## src/rtl/burst_pkg.sv

```systemverilog
package burst_pkg;

  typedef struct packed {
    logic load;
    logic step;
  } dpStrobe_t;

  localparam logic [2:0] LEN_FULL = 3'b111;

  function automatic logic lenIsReserved(input logic [2:0] code);
    return (code == 3'b100) || (code == 3'b101) || (code == 3'b110);
  endfunction

  function automatic logic [3:0] lenLastIdx(input logic [2:0] code);
    logic [3:0] beats;
    beats = 4'd1 << code[1:0];
    return beats - 4'd1;
  endfunction

endpackage

```

## src/rtl/burst_ctrl.sv

```systemverilog
module burst_ctrl
  import burst_pkg::*;
#(
  parameter int COL_W = 8
) (
  input  logic             clk,
  input  logic             rst,
  input  logic             startIn,
  input  logic [2:0]       modeLenIn,
  input  logic             terminate,
  input  logic [2:0]       lenLatched,
  input  logic [COL_W-1:0] beatIdx,
  output dpStrobe_t        strb,
  output logic             busy,
  output logic             lastBeat,
  output logic             modeError
);

  logic busyQ, errQ, accept, reservedIn, fullPage;
  logic [COL_W-1:0] lastIdx;

  assign reservedIn = lenIsReserved(modeLenIn);
  assign accept     = startIn & ~busyQ;
  assign fullPage   = (lenLatched == LEN_FULL);
  assign lastIdx    = COL_W'(lenLastIdx(lenLatched));

  always_comb begin
    if (!busyQ)        lastBeat = 1'b0;
    else if (fullPage) lastBeat = terminate;
    else               lastBeat = (beatIdx == lastIdx);
  end

  always_comb begin
    strb.load = accept & ~reservedIn;
    strb.step = busyQ & ~lastBeat;
  end

  always_ff @(posedge clk) begin
    if (rst) begin
      busyQ <= 1'b0;
      errQ  <= 1'b0;
    end else begin
      if (accept) begin
        busyQ <= ~reservedIn;
        errQ  <= reservedIn;
      end else if (lastBeat) begin
        busyQ <= 1'b0;
      end
    end
  end

  assign busy      = busyQ;
  assign modeError = errQ;

  // a running burst continues until its last beat
  assert_no_gap_R9: assert property (@(posedge clk) disable iff (rst)
    busyQ && !lastBeat |=> busyQ);

  // a start during a burst leaves the error flag untouched
  assert_start_ignored_R7: assert property (@(posedge clk) disable iff (rst)
    busyQ && startIn |=> $stable(errQ));

endmodule

```

## src/rtl/burst_dpath.sv

```systemverilog
module burst_dpath
  import burst_pkg::*;
#(
  parameter int COL_W = 8
) (
  input  logic             clk,
  input  logic             rst,
  input  dpStrobe_t        strb,
  input  logic [COL_W-1:0] startCol,
  input  logic [2:0]       modeLenIn,
  input  logic             interleaveIn,
  output logic [2:0]       lenLatched,
  output logic [COL_W-1:0] beatIdx,
  output logic [COL_W-1:0] colOut
);

  logic [COL_W-1:0] baseQ, idxQ;
  logic [2:0]       lenQ;
  logic             ilvQ, ilvEff;

  always_ff @(posedge clk) begin
    if (rst) begin
      baseQ <= '0;
      idxQ  <= '0;
      lenQ  <= 3'b000;
      ilvQ  <= 1'b0;
    end else if (strb.load) begin
      baseQ <= startCol;
      idxQ  <= '0;
      lenQ  <= modeLenIn;
      ilvQ  <= interleaveIn;
    end else if (strb.step) begin
      idxQ  <= idxQ + 1'b1;
    end
  end

  // full page always counts upward
  assign ilvEff     = ilvQ && (lenQ != LEN_FULL);
  assign colOut     = ilvEff ? (baseQ ^ idxQ) : (baseQ + idxQ);
  assign lenLatched = lenQ;
  assign beatIdx    = idxQ;

  assert_seq_step_R3: assert property (@(posedge clk) disable iff (rst)
    strb.step && !ilvEff |=> colOut == $past(colOut) + 1'b1);

  assert_ilv_flip_R4: assert property (@(posedge clk) disable iff (rst)
    strb.step && ilvEff |=> $countones(colOut ^ $past(colOut)) >= 1);

endmodule

```

## src/rtl/burst_col_addr.sv

```systemverilog
module burst_col_addr
  import burst_pkg::*;
#(
  parameter int COL_W = 8
) (
  input  logic             clk,
  input  logic             rst,
  input  logic             startIn,
  input  logic [2:0]       modeLen,
  input  logic             modeInterleave,
  input  logic [COL_W-1:0] startCol,
  input  logic             terminate,
  output logic [COL_W-1:0] colOut,
  output logic             beatValid,
  output logic             lastBeat,
  output logic             modeError
);

  dpStrobe_t        strb;
  logic [2:0]       lenLatched;
  logic [COL_W-1:0] beatIdx;
  logic             busy;

  burst_ctrl #(.COL_W(COL_W)) u_ctrl (
    .clk(clk), .rst(rst), .startIn(startIn), .modeLenIn(modeLen),
    .terminate(terminate), .lenLatched(lenLatched), .beatIdx(beatIdx),
    .strb(strb), .busy(busy), .lastBeat(lastBeat), .modeError(modeError)
  );

  burst_dpath #(.COL_W(COL_W)) u_dpath (
    .clk(clk), .rst(rst), .strb(strb), .startCol(startCol),
    .modeLenIn(modeLen), .interleaveIn(modeInterleave),
    .lenLatched(lenLatched), .beatIdx(beatIdx), .colOut(colOut)
  );

  assign beatValid = busy;

  assert_first_col_R9: assert property (@(posedge clk) disable iff (rst)
    startIn && !beatValid && !lenIsReserved(modeLen) |=> beatValid && colOut == $past(startCol));

  assert_last_ends_R5: assert property (@(posedge clk) disable iff (rst)
    lastBeat |=> !beatValid);

  assert_err_silent_R6: assert property (@(posedge clk) disable iff (rst)
    modeError |-> !beatValid);

  assert_last_valid_R1: assert property (@(posedge clk) disable iff (rst)
    lastBeat |-> beatValid);

endmodule

```

## config.mk

```make
export PLATFORM = sky130hd
export DESIGN_NAME = burst_col_addr
export DESIGN_NICKNAME = d
export VERILOG_FILES = /design/src/rtl/burst_pkg.sv /design/src/rtl/burst_ctrl.sv /design/src/rtl/burst_dpath.sv /design/src/rtl/burst_col_addr.sv
export SDC_FILE = /design/constraint.sdc
export NUM_CORES = 1
export LEC_CHECK = 0
export CORE_UTILIZATION = 45
export DETAILED_ROUTE_END_ITERATION = 6
export PLACE_DENSITY = 0.74
export SLEW_MARGIN = 30
export SYNTH_ARGS = -nofsm -noshare
export SYNTH_HDL_FRONTEND = slang
export SYNTH_SLANG_ARGS = --single-unit
```

## constraint.sdc

```tcl
create_clock -name clk -period 1.8 [get_ports clk]
set_input_delay 0.27 -clock clk [delete_from_list [all_inputs] [get_ports clk]]
set_output_delay 0.27 -clock clk [all_outputs]
set_load 0.05 [all_outputs]
```

=== Word level (Yosys, flattened, before mapping) ===
Index checks and enable logic that the tools add are counted.
W data, S select, Z words.

* $add $sub $neg: 3
* Equality and inequality tests: 6
* Shifts and indexed selects: 1
* Mux-type cells: 5
* Bitwise logic cells: 7
* Reduce and logical (&&, ||, !) cells: 5

{| class="wikitable"
|+ Operator list
! kind !! number
|-
| $eq A3 B3 Y1 const B || 4
|-
| $add A8 B1 Y8 const B || 1
|-
| $add A8 B8 Y8 || 1
|-
| $eq A8 B4 Y1 || 1
|-
| $mux W8 || 1
|-
| $xor A8 B8 Y8 || 1
|-
| $mux W1 || 4
|-
| $shl A1 B2 Y4 const A || 1
|-
| $sub A4 B1 Y4 const B || 1
|-
| $and A1 B1 Y1 || 3
|-
| $ne A3 B3 Y1 const B || 1
|-
| $not A1 Y1 || 3
|-
| $logic_or A1 B1 Y1 || 2
|-
| $reduce_bool A2 Y1 || 1
|-
| $reduce_or A2 Y1 || 1
|-
| $logic_and A1 B1 Y1 || 1
|}

* Bits in registers: 22
* Input bits: 16
* Output and inout port bits: 11
* Logic and storage cells: 33

=== Longest topological paths before layout ===
Gate-level depths: netlist (run 1).

* Depth in word-level cells: 7
* Gate-level depth with buffers: 8
* Depth with buffers taken out: 8

=== Modules after synthesis ===
From an unflattened synthesis (run 1), not the netlist that was laid out.

* Cell total of the unflattened synthesis: 145
* Area, all modules: 1,290.0 um^2

{| class="wikitable"
|+ Modules (own cells, without submodules)
! module !! times used !! cells each !! area an instance (um^2) !! sequential area each (um^2)
|-
| burst_dpath || 1 || 122 || 1,113.6 || 400.4
|-
| burst_ctrl || 1 || 23 || 176.4 || 40.0
|}

=== Least setup slack after synthesis (run 1) ===
Ideal clock, no wire load.

* Path kind: reg-to-output
* Start: register u_dpath.idxQ[0], in the netlist u_dpath.beatIdx[0]
* End: output port colOut[6]
* Arrival: 2.165 ns
* Required time: 1.530 ns
* Path slack: -0.635 ns
* Cell stages (with the launch flop): 9
* Cell sequence: dfxtp_1 ha_1 inv_1 fa_1 inv_1 a21o_1 a21oi_1 o21ai_0 xor2_1

* Cells in the longest elaborated chain, start to end: 2

{| class="wikitable"
|+ RTL lines
! item !! RTL line !! RTL
|-
| from (decl) || burst_dpath.sv:17 || <nowiki>logic [COL_W-1:0] baseQ, idxQ;</nowiki>
|-
| from (signal assigned) || burst_dpath.sv:33 || <nowiki>idxQ <= idxQ + 1'b1;</nowiki>
|-
| $add A8 B8 Y8 || burst_dpath.sv:39 || <nowiki>assign colOut = ilvEff ? (baseQ ^ idxQ) : (baseQ + idxQ);</nowiki>
|-
| $mux W8 || burst_dpath.sv:39 ||
|-
| to (decl) || burst_col_addr.sv:13 || <nowiki>output logic [COL_W-1:0] colOut,</nowiki>
|}

Every way passes these cells.

=== Final worst setup path (run 1) ===
* Start: register u_dpath.baseQ[0]
* End: output port colOut[6]

* Cells in the longest elaborated chain, start to end: 2

{| class="wikitable"
|+ RTL lines
! item !! RTL line !! RTL
|-
| from (decl) || burst_dpath.sv:17 ||
|-
| from (signal assigned) || burst_dpath.sv:28 || <nowiki>baseQ <= startCol;</nowiki>
|-
| $add A8 B8 Y8 || burst_dpath.sv:39 ||
|-
| $mux W8 || burst_dpath.sv:39 ||
|}

Every way passes these cells.

==> metrics.txt, run 1 <==
# TYPE chip_impl_metric gauge
chip_impl_metric{name="ir_worst_vdd",unit="mV"} 0.4731
chip_impl_metric{name="half_perimeter_wire_length_after_detailed_placement",unit="um"} 2706
chip_impl_metric{name="routed-via-count",unit=""} 1316
chip_impl_metric{name="post_synth_instance_area",unit="mm2"} 0.001341
chip_impl_metric{name="actual_slew_at_the_worst_max_slew_pin",unit="ns"} 0.4969
chip_impl_metric{name="wl",unit="um"} 3649
chip_impl_metric{name="grtUsageTotal",unit="%"} 23.71
chip_impl_metric{name="finalHoldViolCount",unit=""} 0
chip_impl_info{name="cts_tree",value="done"} 1
chip_impl_info{name="worst-setup-path-type",value="reg -> out"} 1
chip_impl_metric{name="horiz_die_dim",unit="um"} 56.60
chip_impl_metric{name="drt-vias-per-instance",unit=""} 5.438
chip_impl_info{name="layout.cells.most_common",value="sky130_fd_sc_hd__buf_4"} 1
chip_impl_metric{name="final_cells",unit=""} 242
chip_impl_metric{name="synth-seq-cells",unit=""} 22
chip_impl_metric{name="die_height",unit="um"} 56.60
chip_impl_metric{name="maxCapViolations",unit=""} 0
chip_impl_metric{name="routed_wire_length_per_instance",unit="um"} 15.08
chip_impl_metric{name="drc",unit=""} 0
chip_impl_metric{name="dieArea",unit="mm2"} 0.003203
chip_impl_metric{name="path_buf_inv",unit=""} 3
chip_impl_metric{name="inst_count_dp",unit=""} 233
chip_impl_metric{name="cts.sink_count",unit=""} 22
chip_impl_info{name="violations",value="negative setup slack"} 1
chip_impl_metric{name="clock_tree.buffer_depth",unit=""} 2
chip_impl_metric{name="std_cell_core_area",unit="mm2"} 0.002781
chip_impl_info{name="worstSetupEndpointType",value="output port"} 1
chip_impl_metric{name="htree_num_levels",unit=""} 1
chip_impl_info{name="r2r-start",value="u_dpath.beatIdx[7]"} 1
chip_impl_metric{name="critPathRequiredTime",unit="ns"} 1.53
chip_impl_metric{name="insertedDiodeCount",unit=""} 0
chip_impl_metric{name="rows",unit=""} 19
chip_impl_metric{name="first_pass_iters",unit=""} 4
chip_impl_metric{name="synthesis.instances",unit=""} 154
chip_impl_metric{name="worstSkewPairLatency",unit="ns"} 0.31
chip_impl_metric{name="dpl-instance-area",unit="mm2"} 0.002100
chip_impl_info{name="setup_repair_after_global_routing_missed_its_margin",value="true"} 1
chip_impl_info{name="path_common_cell",value="sky130_fd_sc_hd__inv_2"} 1
chip_impl_metric{name="finalWorstPathRequiredPeriod",unit="ns"} 2.269
chip_impl_metric{name="grt_pass1_vias",unit=""} 1329
chip_impl_metric{name="cts-buffers-inserted",unit=""} 3
chip_impl_metric{name="finalNetCount",unit=""} 237
chip_impl_metric{name="grt_antenna_before_repair",unit=""} 0
chip_impl_metric{name="crit_fanout",unit=""} 2
chip_impl_metric{name="drv_slew",unit=""} 0
chip_impl_metric{name="fin_tns_setup",unit="ns"} -2.490
chip_impl_metric{name="maxSlewHeadroom",unit="%"} 66.77
chip_impl_metric{name="global_route_wire_length_before_repair",unit="um"} 5954
chip_impl_info{name="cp_cell_sequence",value="ha_4 -> inv_2 -> fa_2 -> inv_2 -> a21o_1 -> a21oi_4 -> o21ai_4 -> xor2_4 -> buf_12"} 1
chip_impl_metric{name="slowest_delay",unit="ns"} 0.37
chip_impl_info{name="clk_root_buffer_cell",value="sky130_fd_sc_hd__clkbuf_4"} 1
chip_impl_metric{name="grt.overflow.total",unit=""} 0
chip_impl_metric{name="synth_fp_nets",unit=""} 179
chip_impl_metric{name="port_buffers",unit=""} 26
chip_impl_metric{name="layout-area-overhead-vs-synth",unit="%"} 67.44
chip_impl_info{name="worst_setup_path_start_kind",value="flop"} 1
chip_impl_metric{name="placement.setup.worst_slack",unit="ns"} -0.2268
chip_impl_metric{name="netlist-cell-type-count",unit=""} 40
chip_impl_info{name="layout.cells.most_common_list",value="sky130_fd_sc_hd__buf_4, sky130_fd_sc_hd__nand2_1, sky130_fd_sc_hd__clkdlybuf4s50_1, sky130_fd_sc_hd__nor2_1, sky130_fd_sc_hd__mux2i_1"} 1
chip_impl_info{name="hold_path.startpoint",value="u_ctrl.modeError"} 1
chip_impl_metric{name="fillerInstances",unit=""} 178
chip_impl_metric{name="synth.yosys.seq_area_share",unit="%"} 32.84
chip_impl_metric{name="max_freq",unit="MHz"} 440.8
chip_impl_metric{name="gp_congestion",unit=""} 0.8266
chip_impl_metric{name="leakagePower",unit="nW"} 0.8885
chip_impl_metric{name="power_per_cell_area",unit="mW/mm2"} 517.2
chip_impl_metric{name="post_cts_hold_buffer_count",unit=""} 0
chip_impl_metric{name="detail_route.iter0.violations",unit=""} 41
chip_impl_info{name="critPathTopFamily",value="adder cells"} 1
chip_impl_info{name="run_status",value="complete, but fails checks"} 1
chip_impl_metric{name="floorplan.initialDensity",unit="%"} 48.22
chip_impl_metric{name="boundaryPins",unit=""} 27
chip_impl_metric{name="drtAntennaViolNets",unit=""} 0
chip_impl_metric{name="cts.reportedPaths.clkPinSlew",unit="ns"} 0.12
chip_impl_info{name="worstSetupStartpoint",value="u_dpath.baseQ[0]"} 1
chip_impl_metric{name="setup_viol",unit=""} 8
chip_impl_metric{name="drive_gt1_share",unit="%"} 42.18
chip_impl_metric{name="grt_max_degree",unit=""} 13
chip_impl_metric{name="synthesis.yosys.warnings",unit=""} 0
chip_impl_info{name="cpMaxStageDelayCell",value="sky130_fd_sc_hd__dfxtp_2"} 1
chip_impl_metric{name="final_period_util",unit="%"} 126.0
chip_impl_metric{name="worstPathArrival",unit="ns"} 2.00
chip_impl_metric{name="post_synth.cell_area_avg",unit="um2"} 8.710
chip_impl_metric{name="fin_ws",unit="ns"} -0.4686
chip_impl_metric{name="final_area",unit="mm2"} 0.002246
chip_impl_info{name="worstHoldPathType",value="reg -> reg"} 1
chip_impl_metric{name="finClkSkew",unit="ns"} 0.001977
-- stage by stage --
stage / utilization (%) / hold slack (ns) / power (mW)
finish: 80.75 / 0.4861 / 1.162
global route: 80.75 / 0.5116 / 1.206
CTS: 79.13 / 0.4966 / 1.154
detailed placement: 75.48 / 0.4659 / 0.9049
global placement: 75.48 / 0.4546 / 0.8949
floorplan: - / 0.4171 / 0.7401
-- path summary, 6_finish.rpt --
path                                         end  slack [ns]  cells past startpoint
worst max-delay path                   colOut[6]       -0.47                      9
worst min-delay path            u_ctrl.modeError        0.49                      1
worst max register to register       u_ctrl.busy        0.06                      6
worst min register to register  u_ctrl.modeError        0.49                      1
-- cell usage after synthesis --
cell | n | share of area, %
sky130_fd_sc_hd__clkbuf_1 | 2 | 0.56
sky130_fd_sc_hd__nor2_2 | 1 | 0.47
sky130_fd_sc_hd__nor2b_1 | 1 | 0.47
sky130_fd_sc_hd__fa_1 | 1 | 1.5
sky130_fd_sc_hd__a21oi_1 | 5 | 1.9
sky130_fd_sc_hd__and2_1 | 2 | 0.93
sky130_fd_sc_hd__o21a_1 | 1 | 0.56
sky130_fd_sc_hd__and2b_2 | 1 | 0.65
sky130_fd_sc_hd__a211oi_4 | 1 | 1.5
sky130_fd_sc_hd__mux2i_1 | 13 | 9.7
sky130_fd_sc_hd__nor3b_1 | 2 | 1.1
sky130_fd_sc_hd__a32oi_1 | 2 | 1.3
sky130_fd_sc_hd__nor2_1 | 15 | 4.2
sky130_fd_sc_hd__a31oi_1 | 1 | 0.47
sky130_fd_sc_hd__a21oi_2 | 1 | 0.65
sky130_fd_sc_hd__inv_1 | 8 | 2.2
sky130_fd_sc_hd__nand3b_1 | 1 | 0.56
sky130_fd_sc_hd__o21ai_0 | 5 | 1.9
sky130_fd_sc_hd__xor2_1 | 5 | 3.3
sky130_fd_sc_hd__a2111oi_2 | 1 | 1.1
sky130_fd_sc_hd__or4_4 | 1 | 0.84
sky130_fd_sc_hd__a21o_1 | 3 | 1.7
sky130_fd_sc_hd__a21boi_2 | 1 | 0.84
sky130_fd_sc_hd__a211oi_1 | 1 | 0.56
sky130_fd_sc_hd__nor3_1 | 5 | 1.9
sky130_fd_sc_hd__nor4_1 | 2 | 0.93
sky130_fd_sc_hd__a41oi_1 | 2 | 1.3
sky130_fd_sc_hd__nand3_1 | 4 | 1.5
sky130_fd_sc_hd__buf_4 | 1 | 0.56
sky130_fd_sc_hd__or4_1 | 1 | 0.56
sky130_fd_sc_hd__o21ai_2 | 1 | 0.65
sky130_fd_sc_hd__xnor2_1 | 6 | 3.9
sky130_fd_sc_hd__ha_1 | 8 | 7.5
sky130_fd_sc_hd__nand2b_1 | 3 | 1.4
sky130_fd_sc_hd__o21ba_1 | 1 | 0.75
sky130_fd_sc_hd__nand2_1 | 18 | 5.0
sky130_fd_sc_hd__or2_2 | 1 | 0.47
sky130_fd_sc_hd__dfxtp_1 | 22 | 33
sky130_fd_sc_hd__nand4_1 | 2 | 0.93
sky130_fd_sc_hd__or3_1 | 2 | 0.93
-- worst reg2reg max path: stages, from the launching register on --
cell and delay, ns:
sky130_fd_sc_hd__dfxtp_2 0.34, sky130_fd_sc_hd__or4_4 0.54, sky130_fd_sc_hd__a211oi_4 0.21, sky130_fd_sc_hd__buf_4 0.15, sky130_fd_sc_hd__buf_4 0.12, sky130_fd_sc_hd__a21oi_2 0.09, sky130_fd_sc_hd__o21ba_1 0.20
-- metal layers --
layer	share of wire, %	track usage (%)	up-vias
met5	0	0	-
met4	0.85	4.181	0
met3	4.3	2.765	5
met2	53	42.02	35
met1	42	31.16	623
li1	-	-	653
-- cell type report --
| type | count | area, um2 | share of cell area, % |
|---|---|---|---|
| Sequential cell | 22 | 461.7 | 20.56 |
| Inverter | 8 | 30.03 | 1.337 |
| Tap cell | 31 | 38.79 | 1.727 |
| Multi-Input combinational cell | 121 | 1116 | 49.69 |
| Timing Repair Buffer | 56 | 573.1 | 25.52 |
| Clock buffer | 4 | 26.28 | 1.170 |
-- registers in the layout, indices dropped and copies added, names as in the netlist --
signal and flops:
u_dpath.lenLatched 3, u_dpath.ilvQ 1, u_dpath.baseQ 8, u_ctrl.busy 1, u_dpath.beatIdx 8, u_ctrl.modeError 1
-- kinds of logic (layout without fill, tap and decap cells) --
group                    Yosys count  count (layout)  synth area share (%)
AND/OR/NAND/NOR                   62              62                 22.85
AO/OA/AOI/OAI                     26              26                 15.11
XOR/XNOR                          11              11                 7.183
flip-flops                        22              22                 32.84
multiplexers                      13              13                 9.701
buffers and inverters             11              68                 3.359
adder cells (fa/ha/maj)            9               9                 8.956
-- power by group --
group | switching [mW] | internal (mW)
registers | 0.0183 | 0.505
clock network | 0.150 | 0.0866
logic | 0.198 | 0.204
total | 0.366 | 0.795
-- what timing repair did --
item,CTS,global route
gates resized for setup,14,6
buffers inserted,3,2
pin swaps,16,6
setup endpoints to repair,8,10
(Power assumes the default switching activity.)
==> run 2: changes to the inputs <==
Settings changed: CORE_UTILIZATION 45 to 46, PLACE_DENSITY 0.74 to 0.84.
==> run 2 against run 1 <==
The run still ends with negative setup slack left. Maximum frequency is 0.65% lower. Clock power is 67% higher. Utilization is 1.7 points higher. Design area is 1.2% higher. Global-route usage is 3.2 points higher. Power is 13% higher. Non-clock buffer count stayed put. Worst hold slack better by 0.019 ns. Critical path depth stayed put. Cell count stayed put. Wire length is 11% higher. Worst setup slack worse by 0.015 ns. Critical path type unchanged. Largest cell class unchanged. Highest routed layer unchanged.
==> metrics.txt, run 2 (synthesis results as in run 1) <==
# TYPE chip_impl_metric gauge
chip_impl_info{name="run_status",value="complete, but fails checks"} 1
chip_impl_info{name="violations",value="negative setup slack"} 1
chip_impl_metric{name="htree_num_levels",unit=""} 1
chip_impl_metric{name="detail_route.iter0.violations",unit=""} 68
chip_impl_info{name="cts_tree",value="done"} 1
chip_impl_metric{name="cts-buffers-inserted",unit=""} 3
chip_impl_metric{name="finalWorstPathRequiredPeriod",unit="ns"} 2.283
chip_impl_metric{name="routed-via-count",unit=""} 1422
chip_impl_metric{name="crit_fanout",unit=""} 2
chip_impl_metric{name="path_buf_inv",unit=""} 3
chip_impl_metric{name="dpl-instance-area",unit="mm2"} 0.002095
chip_impl_metric{name="clock_tree.buffer_depth",unit=""} 2
chip_impl_metric{name="worstPathArrival",unit="ns"} 2.01
chip_impl_metric{name="std_cell_core_area",unit="mm2"} 0.002758
chip_impl_info{name="layout.cells.most_common_list",value="sky130_fd_sc_hd__buf_4, sky130_fd_sc_hd__nand2_1, sky130_fd_sc_hd__clkdlybuf4s50_1, sky130_fd_sc_hd__nor2_1, sky130_fd_sc_hd__mux2i_1"} 1
chip_impl_metric{name="routed_wire_length_per_instance",unit="um"} 16.74
chip_impl_metric{name="grtUsageTotal",unit="%"} 26.87
chip_impl_metric{name="layout-area-overhead-vs-synth",unit="%"} 69.50
chip_impl_info{name="critPathTopFamily",value="adder cells"} 1
chip_impl_metric{name="gp_congestion",unit=""} 0.8402
chip_impl_metric{name="fillerInstances",unit=""} 148
chip_impl_metric{name="floorplan.initialDensity",unit="%"} 48.64
chip_impl_info{name="setup_repair_after_global_routing_missed_its_margin",value="true"} 1
chip_impl_info{name="cpMaxStageDelayCell",value="sky130_fd_sc_hd__dfxtp_2"} 1
chip_impl_metric{name="worstSkewPairLatency",unit="ns"} 0.32
chip_impl_metric{name="drive_gt1_share",unit="%"} 43.60
chip_impl_metric{name="first_pass_iters",unit=""} 4
chip_impl_metric{name="grt.overflow.total",unit=""} 0
chip_impl_metric{name="final_period_util",unit="%"} 126.9
chip_impl_info{name="worstHoldPathType",value="reg -> reg"} 1
chip_impl_metric{name="fin_tns_setup",unit="ns"} -2.594
chip_impl_metric{name="finalNetCount",unit=""} 237
chip_impl_metric{name="ir_worst_vdd",unit="mV"} 0.6114
chip_impl_metric{name="max_freq",unit="MHz"} 437.9
chip_impl_metric{name="grt_max_degree",unit=""} 14
chip_impl_metric{name="power_per_cell_area",unit="mW/mm2"} 578.1
chip_impl_metric{name="placement.setup.worst_slack",unit="ns"} -0.1984
chip_impl_metric{name="die_height",unit="um"} 56
chip_impl_info{name="worst_setup_path_start_kind",value="flop"} 1
chip_impl_metric{name="rows",unit=""} 19
chip_impl_metric{name="insertedDiodeCount",unit=""} 0
chip_impl_metric{name="wl",unit="um"} 4051
chip_impl_metric{name="maxCapViolations",unit=""} 0
chip_impl_metric{name="critPathRequiredTime",unit="ns"} 1.53
chip_impl_metric{name="finalPower",unit="mW"} 1.314
chip_impl_metric{name="drtAntennaViolNets",unit=""} 0
chip_impl_metric{name="grt_antenna_before_repair",unit=""} 0
chip_impl_metric{name="post_cts_hold_buffer_count",unit=""} 0
chip_impl_metric{name="horiz_die_dim",unit="um"} 56
chip_impl_metric{name="maxSlewHeadroom",unit="%"} 66.84
chip_impl_info{name="worst-setup-path-type",value="reg -> out"} 1
chip_impl_metric{name="port_buffers",unit=""} 26
chip_impl_metric{name="cts.sink_count",unit=""} 22
chip_impl_metric{name="drt-vias-per-instance",unit=""} 5.876
chip_impl_metric{name="final_area",unit="mm2"} 0.002273
chip_impl_metric{name="finClkSkew",unit="ns"} 0.001851
chip_impl_metric{name="dieArea",unit="mm2"} 0.003136
chip_impl_metric{name="leakagePower",unit="nW"} 0.9188
chip_impl_metric{name="slowest_delay",unit="ns"} 0.38
chip_impl_metric{name="boundaryPins",unit=""} 27
chip_impl_metric{name="grt_pass1_vias",unit=""} 1480
chip_impl_info{name="layout.cells.most_common",value="sky130_fd_sc_hd__buf_4"} 1
chip_impl_info{name="path_common_cell",value="sky130_fd_sc_hd__inv_2"} 1
chip_impl_metric{name="drv_slew",unit=""} 0
chip_impl_metric{name="global_route_wire_length_before_repair",unit="um"} 6603
chip_impl_metric{name="finalHoldViolCount",unit=""} 0
chip_impl_info{name="cp_cell_sequence",value="ha_4 -> inv_2 -> fa_2 -> inv_2 -> a21o_1 -> a21oi_4 -> o21ai_4 -> xor2_4 -> buf_12"} 1
chip_impl_metric{name="drc",unit=""} 0
chip_impl_metric{name="half_perimeter_wire_length_after_detailed_placement",unit="um"} 2782
chip_impl_info{name="worstSetupEndpointType",value="output port"} 1
chip_impl_metric{name="actual_slew_at_the_worst_max_slew_pin",unit="ns"} 0.4966
chip_impl_metric{name="cts.reportedPaths.clkPinSlew",unit="ns"} 0.13
chip_impl_info{name="clk_root_buffer_cell",value="sky130_fd_sc_hd__clkbuf_4"} 1
chip_impl_metric{name="setup_viol",unit=""} 8
chip_impl_metric{name="fin_ws",unit="ns"} -0.4834
-- run 2: worst paths after layout --
kind,depth (start not counted),endpoint,slack [ns],start
min,1,u_ctrl.modeError,0.50,u_ctrl.modeError
max reg2reg,6,u_ctrl.busy,0.07,u_dpath.beatIdx[5]
max,9,colOut[6],-0.48,u_dpath.baseQ[0]
min reg2reg,1,u_ctrl.modeError,0.50,u_ctrl.modeError
-- run 2: layout make-up --
cell class | instances | area [um2] | area share, %
clock buffer | 3 | 22.52 | 0.9906
inverter | 8 | 30.03 | 1.321
clock inverter | 1 | 30.03 | 1.321
tap | 31 | 38.79 | 1.706
multi-input combinational | 121 | 1125 | 49.48
sequential | 22 | 464.2 | 20.42
timing repair buffer | 56 | 563.0 | 24.77
-- run 2: layer usage --
metal / up-vias / share of wire [%] / GRT usage (%)
li1: 655 / - / -
met1: 675 / 35 / 29.33
met2: 70 / 55 / 50.85
met3: 22 / 6.5 / 5.349
met4: 0 / 3.0 / 9.408
met5: - / 0 / 0
-- run 2: per-stage QoR --
step,hold slack (ns),utilization [%],cells
after detailed placement,0.4927,75.95,234
after floorplan,0.4171,-,154
after CTS,0.5248,81.81,242
after global placement,0.4536,75.95,234
final,0.5048,82.44,242
after global routing,0.5362,82.44,242
-- run 2: repair_timing --
action | 4_1_cts | 5_1_grt
gates resized for setup | 20 | 5
pin swaps | 18 | 7
endpoints found under the setup margin | 8 | 10
buffers inserted | 4 | 1
-- run 2: report_power, final --
part	internal, mW	switching (mW)
registers	0.505	0.0198
logic	0.199	0.198
clock network	0.225	0.168
total	0.929	0.386
